[config.mk]
export PLATFORM = sky130hd
export DESIGN_NAME = fir_mcm_tf
export DESIGN_NICKNAME = d
export VERILOG_FILES = /design/src/rtl/fir_mcm_pkg.sv /design/src/rtl/fir_mcm_net.sv /design/src/rtl/fir_tap_stage.sv /design/src/rtl/fir_mcm_tf.sv
export SDC_FILE = /design/constraint.sdc
export NUM_CORES = 1
export LEC_CHECK = 0
export BUFFER_PORTS_ARGS = -buffer_cell sky130_fd_sc_hd__buf_2
export CAP_MARGIN = 5
export CORE_ASPECT_RATIO = 0.75
export CORE_MARGIN = 2
export CORE_UTILIZATION = 25
export DETAILED_ROUTE_END_ITERATION = 12
export PLACE_DENSITY = 0.48
export SLEW_MARGIN = 20
export SYNTH_ARGS = -nofsm -noshare
export SYNTH_HDL_FRONTEND = slang
export SYNTH_HIERARCHICAL = 1
export SYNTH_SLANG_ARGS = --single-unit
[constraint.sdc]
create_clock -name clk_i -period 3.11 [get_ports clk_i]
set_input_delay 0.4665 -clock clk_i [delete_from_list [all_inputs] [get_ports clk_i]]
set_output_delay 0.4665 -clock clk_i [all_outputs]
set_load 0.005 [all_outputs]
[src/rtl/fir_mcm_pkg.sv]
package fir_mcm_pkg;
  localparam int N_TAPS = 4;
  localparam int GROW_W = $clog2(N_TAPS);
  // magnitude delivered by the product network, tap 0 = newest sample
  localparam int TAP_MAG [N_TAPS] = '{3, 7, 14, 21};
  // bit k set: tap k subtracts its product (negative coefficient)
  localparam logic [N_TAPS-1:0] TAP_SUB = 4'b1000;
endpackage

[src/rtl/fir_mcm_net.sv]
module fir_mcm_net
  import fir_mcm_pkg::*;
#(
  parameter int DATA_W = 16,
  parameter int PROD_W = 24
) (
  input  logic signed [DATA_W-1:0]             x_i,
  output logic        [N_TAPS-1:0][PROD_W-1:0] prod_o
);
  logic signed [PROD_W-1:0] xs;
  logic signed [PROD_W-1:0] t3, t7, t21;

  assign xs = PROD_W'(x_i);

  // three add/sub operations; odd terms 3 and 7 are shared
  assign t3  = (xs <<< 1) + xs;
  assign t7  = (xs <<< 3) - xs;
  assign t21 = (t3 <<< 3) - t3;

  assign prod_o[0] = t3;
  assign prod_o[1] = t7;
  assign prod_o[2] = t7 <<< 1;
  assign prod_o[3] = t21;
endmodule

[src/rtl/fir_tap_stage.sv]
module fir_tap_stage #(
  parameter int   PROD_W = 24,
  parameter int   ACC_W  = 26,
  parameter logic SUB    = 1'b0
) (
  input  logic                     clk_i,
  input  logic                     rst_ni,
  input  logic                     en_i,
  input  logic        [PROD_W-1:0] prod_i,
  input  logic signed [ACC_W-1:0]  tail_i,
  output logic signed [ACC_W-1:0]  acc_o
);
  logic signed [ACC_W-1:0] prod_ext, sum;

  assign prod_ext = ACC_W'($signed(prod_i));

  generate
    if (SUB) begin : g_sub
      assign sum = tail_i - prod_ext;
    end else begin : g_add
      assign sum = tail_i + prod_ext;
    end
  endgenerate

  always_ff @(posedge clk_i or negedge rst_ni) begin
    if (!rst_ni)   acc_o <= '0;
    else if (en_i) acc_o <= sum;
  end
endmodule

[src/rtl/fir_mcm_tf.sv]
module fir_mcm_tf
  import fir_mcm_pkg::*;
#(
  parameter int DATA_W = 16,
  parameter int COEF_W = 8,
  localparam int PROD_W = DATA_W + COEF_W,
  localparam int ACC_W  = DATA_W + COEF_W + GROW_W
) (
  input  logic                     clk_i,
  input  logic                     rst_ni,
  input  logic                     valid_i,
  input  logic signed [DATA_W-1:0] data_i,
  output logic                     valid_o,
  output logic signed [ACC_W-1:0]  data_o
);
  logic [N_TAPS-1:0][PROD_W-1:0] mcm_prod;
  logic signed [ACC_W-1:0]       acc [N_TAPS+1];
  logic                          valid_q;

  fir_mcm_net #(
    .DATA_W(DATA_W),
    .PROD_W(PROD_W)
  ) u_net (
    .x_i   (data_i),
    .prod_o(mcm_prod)
  );

  assign acc[N_TAPS] = '0;

  // acc[k] holds the partial sum entering tap k-1; acc[0] is the output
  for (genvar k = 0; k < N_TAPS; k++) begin : g_tap
    fir_tap_stage #(
      .PROD_W(PROD_W),
      .ACC_W (ACC_W),
      .SUB   (TAP_SUB[k])
    ) u_stage (
      .clk_i (clk_i),
      .rst_ni(rst_ni),
      .en_i  (valid_i),
      .prod_i(mcm_prod[k]),
      .tail_i(acc[k+1]),
      .acc_o (acc[k])
    );
  end

  always_ff @(posedge clk_i or negedge rst_ni) begin
    if (!rst_ni) valid_q <= 1'b0;
    else         valid_q <= valid_i;
  end

  assign valid_o = valid_q;
  assign data_o  = acc[0];
endmodule

-- Word level (Yosys, flattened, before mapping)
Index checks and enable logic that the tools add are counted.
- bits of input ports: 19
- register bits after elaboration: 105
- output and inout bits: 27
- add/sub/neg operators: 7
- operator list (operator ; number):
    26-bit by 18-bit adder with 26-bit output ; 1
    26-bit by 20-bit adder with 26-bit output ; 1
    26-bit by 21-bit adder with 26-bit output ; 1
    1-bit by 22-bit subtractor with 23-bit output (first input constant) ; 1
    21-bit by 18-bit subtractor with 22-bit output ; 1
    19-bit by 16-bit subtractor with 20-bit output ; 1
    17-bit by 16-bit adder with 18-bit output ; 1

-- Logic depth before layout (Yosys ltp)
Gate-level depths: netlist (run 1).
- depth after elaboration: 3
- mapped depth: 28
- depth with buffers taken out: 27

-- Cells and area by module
Netlist (run 1), hierarchy kept.
- by module, submodules not included (module ; times used ; cells each ; area an instance (µm²)):
    fir_tap_stage at g_tap[0].u_stage ... ; 3 ; 263 ; 2313.5
    fir_mcm_net ; 1 ; 362 ; 2691.3
    fir_tap_stage at g_tap[3].u_stage ; 1 ; 321 ; 2572.5
    fir_mcm_tf ; 1 ; 2 ; 28.8

-- Worst setup path before layout (run 1)
Ideal clock, no wire load.
- path kind: input-to-reg
- start: input data_i[0]
- end: register g_tap[3].u_stage.acc_o[25]
- library setup time: 0.069 ns
- required time: 3.041 ns
- path buffers: 1
- stages on the path: 27
- arrival time: 5.164 ns
- slack: -2.123 ns
- cells stage by stage: ha_1 > inv_1 > fa_1 > nand2b_1 > nand2b_1 > a21o_1 > xor2_1 > inv_1 > ha_1 > a21oi_1 > nor2_1 > a41o_1 > o41ai_2 > maj3_2 > maj3_2 > o211ai_2 > a41o_1 > a21o_1 > xor2_1 > inv_1 > ha_1 > clkbuf_1 > nand4_1 > a21oi_1 > nor3_1 > or4_1 > nand3_1
- RTL lines (item ; RTL line ; source):
    from (decl) ; fir_mcm_tf.sv:12 ; input logic signed [DATA_W-1:0] data_i,
    to (signal assigned) ; fir_tap_stage.sv:27 ; else if (en_i) acc_o <= sum;
    to (decl) ; fir_tap_stage.sv:11 ; output logic signed [ACC_W-1:0] acc_o

==> out/metrics.yaml, run 1 <==
synth_cell_types: 85
dieArea_sq_um: 50740
fp-row-count: 70
final.fill_count: 4753
setup.worst_path.start_class: "input pin"
postPlaceCellArea_sq_um: 16940
outcome: "finished, violations left"
postCtsHoldBufs: 0
clock_power_share_pct: 5.3
critical_path_class: "input pin to flip-flop"
cts_tree: "yes"
numCtsBuffers: 9
avgSynthCellArea_sq_um: 8.299
grt_pass1_vias: 12390
violations: "setup timing"
ant_nets: 0
drive_above_1_share_pct: 52.10
synth_area_leaders: "dfrtp_1 21%, ha_1 15%, a21oi_1 4.9%"
maxCapViolCount: 0
setup_viol: 70
rsz0062_at_grt: "yes"
core_sq_um: 48520
gr-usage-met1_pct: 25.24
worstSkewPairLatency_ns: 0.39
pre_cts_slack_ns: -2.229
gr-total-overflow: 0
cts_sinks: 105
start_util_pct: 25.21
timing.final.ws_setup_ns: -1.552
ir_drop_mv: 0.4567
yosys_warnings: 6
clock_skew_ns: 0.01103
fmax_ghz: 0.2145
diodes: 0
worstPathArrival_ns: 4.93
vias: 12550
die_w_um: 259.4
port_buffers: 45
wl_per_cell_um: 16.55
power_density_nw_per_um2: 1120
grt_max_degree: 52
max_slew_margin_pct: 45.02
die_height_um: 195.6
worst_pin_slew_ns: 0.8161
yosysTopAreaCellShare_pct: 21.48
critPathRequiredTime_ns: 3.38
clkTransAtPathRegs_ns: 0.08
yosys-top-cells-count: "147 x ha_1, 127 x nand2_1, 119 x a21oi_1"
cts_max_level: 3
p_switching_uw: 10280
async_reset_ff_share_pct: 100.0
post-route-cell-area_sq_um: 20170
internal_power_uw: 12300
swShare_pct: 45.53
crit_path_end_kind: "flip-flop"
final_net_count: 2093
antenna_found_initial: 0
grt_use_met3_pct: 2.155
drt_first_iter_violations: 645
grt_usage_pct: 16.41
finalCritPeriodShare_pct: 149.9
groute.layer.met2.usage_pct: 24.73
synth_edf_count: 0
drt-total-wl_mm: 42.63
pwr-share-comb_pct: 82.8
grt_most_used_layer: "met1"
path_max_fanout: 4
p_seq_share_pct: 11.9
cts_root_buffer: "clkbuf_16"
cts_buffer_depth: 2
synth.cell_area_sq_um: 12230
routed_via_density: 4.874
yosysMostFrequentCell: "ha_1"
p_leak_uw: 0.008779
ys_ff_latch: 105
gp_congestion: 0.8696
area_growth_pct: 64.92
first_pass_iters: 6
drc: 0
io_pins: 46
postSynthCellCount: 1474
hold_viol: 0
final_util_pct: 41.58
min_path_type: "input pin to async pin"
timing.hold.ws_ns: 0.1455
seq_area_frac_synth_pct: 21.48
slew_viol_final: 0
grt_pass1_wl_mm: 66.48
synth_top_area_cell: "dfrtp_1"
synthFlopType: "dfrtp_1"
post-route-min-period_ns: 4.662
dp.final_hpwl_mm: 33.57
fin_setup_tns_ns: -56.33
[cells in the final DEF (no fill, tap or decap), types with 33 or more instances in the layout]
cell type  synthesis  routed
ha_4               0      71
nor2_1            95      63
xor2_1            47      38
nand2_1          127      90
inv_1             83      69
nand4_1           35      35
buf_2              6      38
xnor2_1           55      39
a21oi_1          119      52
ha_1             147      73
a21oi_2            6      43
a21o_1            60      57
buf_4             41     378
buf_6              2      67
dfrtp_1          105     105
nor3_1            54      33
[worst paths after layout]
kind / startpoint / endpoint / slack (ns) / depth (start not counted)
max in group asynchronous: rst_ni / g_tap[3].u_stage/acc_o[1]$_DFFE_PN0P_ / 2.28 / 2
worst max-delay path: data_i[1] / g_tap[3].u_stage/acc_o[16]$_DFFE_PN0P_ / -1.55 / 28
min in group clk_i: valid_i / valid_o$_DFF_PN0_ / 0.46 / 1
worst max register to register: g_tap[2].u_stage/acc_o[0]$_DFFE_PN0P_ / g_tap[1].u_stage/acc_o[24]$_DFFE_PN0P_ / 0.59 / 9
worst min-delay path: rst_ni / g_tap[0].u_stage/acc_o[24]$_DFFE_PN0P_ / 0.15 / 1
worst min register to register: g_tap[2].u_stage/acc_o[6]$_DFFE_PN0P_ / g_tap[2].u_stage/acc_o[6]$_DFFE_PN0P_ / 0.49 / 1
[power groups by stage]
stage	sequential, uW	combinational (uW)	clock (uW)
CTS	2670	16100	1250
global placement	2620	14300	0
floorplan	2470	9550	0
finish	2680	18700	1200
global route	2770	20200	1290
detailed placement	2640	14400	0
[final cells by class]
class                           count  area (sq um)  share of cell area [%]
Clock buffer                       10         239.0                   1.185
Sequential cell                   105          2628                   13.02
Multi-Input combinational cell   1221         12020                   59.59
Inverter                           86         350.3                   1.737
Timing Repair Buffer              499          4065                   20.15
Clock inverter                      6         60.06                  0.2977
Tap cell                          648         810.8                   4.019
[routing by layer]
metal | vias to the layer above | share of wire (%)
met5 | - | 0
met4 | 0 | 0.70
met3 | 23 | 2.6
met2 | 156 | 43
met1 | 6098 | 53
li1 | 6274 | -
[worst max-delay path: stages]
cell      delay (ns)
buf_12          0.10
ha_4            0.14
inv_2           0.04
fa_2            0.33
nand2b_4        0.15
nand2b_1        0.06
a21o_1          0.14
xor2_2          0.20
inv_2           0.07
ha_4            0.24
a21oi_4         0.14
nor2_1          0.05
a41o_1          0.23
o41ai_2         0.33
maj3_2          0.25
maj3_2          0.24
buf_6           0.11
o21ai_0         0.07
a22oi_1         0.19
o311a_1         0.22
inv_2           0.05
ha_4            0.24
buf_6           0.12
nand2_2         0.05
nor2b_1         0.04
o211a_1         0.17
nor4_1          0.36
o31ai_2         0.11
[per-stage QoR]
step	std cells	power, uW
after detailed placement	2499	17030
final	2575	22590
after floorplan	1500	12010
after global routing	2575	24270
after global placement	2499	16900
after CTS	2548	20030
[what timing repair did]
item,CTS,global route
setup endpoints to repair,74,76
pin swaps,150,165
gates resized for setup,220,268
buffers inserted,38,38
[cells by family after synthesis]
| family | synth area share [%] |
|---|---|
| xor gates and xnor gates | 7.855 |
| DFF | 21.48 |
| AOI/OAI and AO/OA | 27.01 |
| muxes | 5.267 |
| and+or+nand+nor | 15.41 |
| adders and majority gates | 16.13 |
| buffers and inverters | 6.781 |
| other | 0.06139 |
[sequential cells by signal, indices dropped and copies added, names as in the netlist]
signal	cells
g_tap.u_stage/acc_o	104
valid_o	1
(Power assumes the default switching activity.)
==> run 2: changes to the inputs <==
--- a/config.mk
+++ b/config.mk
@@ -12,6 +12,7 @@
 export CORE_UTILIZATION = 25
 export DETAILED_ROUTE_END_ITERATION = 12
 export PLACE_DENSITY = 0.48
+export RECOVER_POWER = 25
 export SLEW_MARGIN = 20
 export SYNTH_ARGS = -nofsm -noshare
 export SYNTH_HDL_FRONTEND = slang
==> run 2 against run 1 <==
The flow finishes with violations (capacitance limit, slew limit, setup timing); combinational power is essentially flat; highest routed layer unchanged; worst hold slack gained 0.30 ns; setup slack is essentially flat.
==> out/metrics.yaml, run 2 (same netlist as run 1, synthesis figures left out) <==
outcome: "finished, violations left"
violations: "capacitance limit, slew limit, setup timing"
gr-total-overflow: 0
clock_power_share_pct: 5.3
start_util_pct: 25.21
postPlaceCellArea_sq_um: 16940
finalCritPeriodShare_pct: 149.9
numCtsBuffers: 9
dp.cells: 2499
setup.worst_path.start_class: "input pin"
final_net_count: 2093
min_path_type: "input pin to async pin"
worst_pin_slew_ns: 1.547
core_sq_um: 48520
diodes: 0
worstPathArrival_ns: 4.93
io_pins: 46
die_w_um: 259.4
stdcell_count: 2575
cp.depth: 28
regMostFlops: "g_tap.u_stage/acc_o"
p_leak_uw: 0.008778
setup_viol: 70
crit_slowest_cell: "nor4_1"
rsz0062_at_grt: "yes"
post-route-min-period_ns: 4.662
postCtsHoldBufs: 0
post-route-cell-area_sq_um: 20170
critical_path_class: "input pin to flip-flop"
pre_cts_slack_ns: -2.229
cts_max_level: 3
die_height_um: 195.6
timing.final.ws_setup_ns: -1.552
drive_above_1_share_pct: 52.10
pwr-share-comb_pct: 82.8
drt-total-wl_mm: 42.61
grt_max_degree: 52
dp.final_hpwl_mm: 33.57
ant_nets: 0
p_seq_share_pct: 11.9
p_switching_uw: 10280
grt_pass1_wl_mm: 66.48
ir_drop_mv: 0.4563
cts_buffer_depth: 2
clock_skew_ns: 0.01099
clkTransAtPathRegs_ns: 0.08
first_pass_iters: 5
rr_worst_depth: 9
antenna_found_initial: 0
fin_setup_tns_ns: -56.32
vias: 12550
largest_reg_flops: 104
cts_root_buffer: "clkbuf_16"
critPathRequiredTime_ns: 3.38
cp_num_buf_inv: 6
crit_path_end_kind: "flip-flop"
final.fill_count: 4753
mostFrequentLayoutCell: "buf_4"
slew_viol_final: 51
cp_top_family: "compound AO/OA/AOI/OAI gates"
area_growth_pct: 64.90
dieArea_sq_um: 50740
wl_per_cell_um: 16.55
path_max_fanout: 4
drt_first_iter_violations: 645
max_slew_margin_pct: -3.127
register_area_sq_um: 2628
grt_pass1_vias: 12390
fmax_ghz: 0.2145
multi_input_area_sq_um: 12020
hold_viol: 0
fp-row-count: 70
swShare_pct: 45.52
grt_usage_pct: 16.41
routed_via_density: 4.875
gp_congestion: 0.8696
cpPeakStageDelay_ns: 0.36
cts_tree: "yes"
power_uw: 22580
final_cell_mix: "377 x buf_4, 105 x dfrtp_1, 90 x nand2_1"
internal_power_uw: 12300
power_density_nw_per_um2: 1120
port_buffers: 45
cts_sinks: 105
drc: 0
maxCapViolCount: 1
worstSkewPairLatency_ns: 0.39
-- run 2: final timing paths --
kind	end	startpoint	slack, ns
min in group clk_i	valid_o$_DFF_PN0_	valid_i	0.46
max	g_tap[3].u_stage/acc_o[16]$_DFFE_PN0P_	data_i[1]	-1.55
min reg2reg	g_tap[2].u_stage/acc_o[6]$_DFFE_PN0P_	g_tap[2].u_stage/acc_o[6]$_DFFE_PN0P_	0.49
max in group asynchronous	g_tap[3].u_stage/acc_o[15]$_DFFE_PN0P_	rst_ni	1.72
max reg2reg	g_tap[1].u_stage/acc_o[24]$_DFFE_PN0P_	g_tap[2].u_stage/acc_o[0]$_DFFE_PN0P_	0.59
min	g_tap[0].u_stage/acc_o[24]$_DFFE_PN0P_	rst_ni	0.44
-- run 2: what timing repair did --
item	in CTS	in global routing
resized for setup	220	268
pin swaps	150	165
gates cloned	0	0
setup buffers	38	38
setup endpoints to repair	74	76
-- run 2: stage by stage --
stage | util, % | hold WS [ns]
2_1_floorplan | - | 0.1709
3_3_place_gp | 34.91 | 0.4637
3_5_place_dp | 34.91 | 0.4718
4_1_cts | 38.44 | 0.1690
5_1_grt | 41.57 | 0.4558
6_report | 41.57 | 0.4425
-- run 2: area by class of cell --
type                    instances  share of cell area [%]
flip-flops and latches        105                   13.03
clock buffers                  10                   1.185
repair buffers                499                   20.14
multi-input cells            1221                   59.60
well taps                     648                   4.019
inverters                      86                   1.737
clock inverters                 6                  0.2977
-- run 2: power groups by stage --
stage	sequential [uW]	combinational, uW	clock [uW]
2_1_floorplan	2470	9550	0
3_3_place_gp	2620	14300	0
3_5_place_dp	2640	14400	0
4_1_cts	2670	16100	1250
5_1_grt	2770	20200	1290
6_report	2680	18700	1200
-- run 2: layer usage --
| metal | track usage (%) | vias up | part of all wire, % |
|---|---|---|---|
| met1 | 25.24 | 6100 | 53 |
| met2 | 24.73 | 156 | 43 |
| met4 | 1.916 | 0 | 0.70 |
| met5 | 0 | - | 0 |
| met3 | 2.155 | 23 | 2.6 |
| li1 | - | 6274 | - |
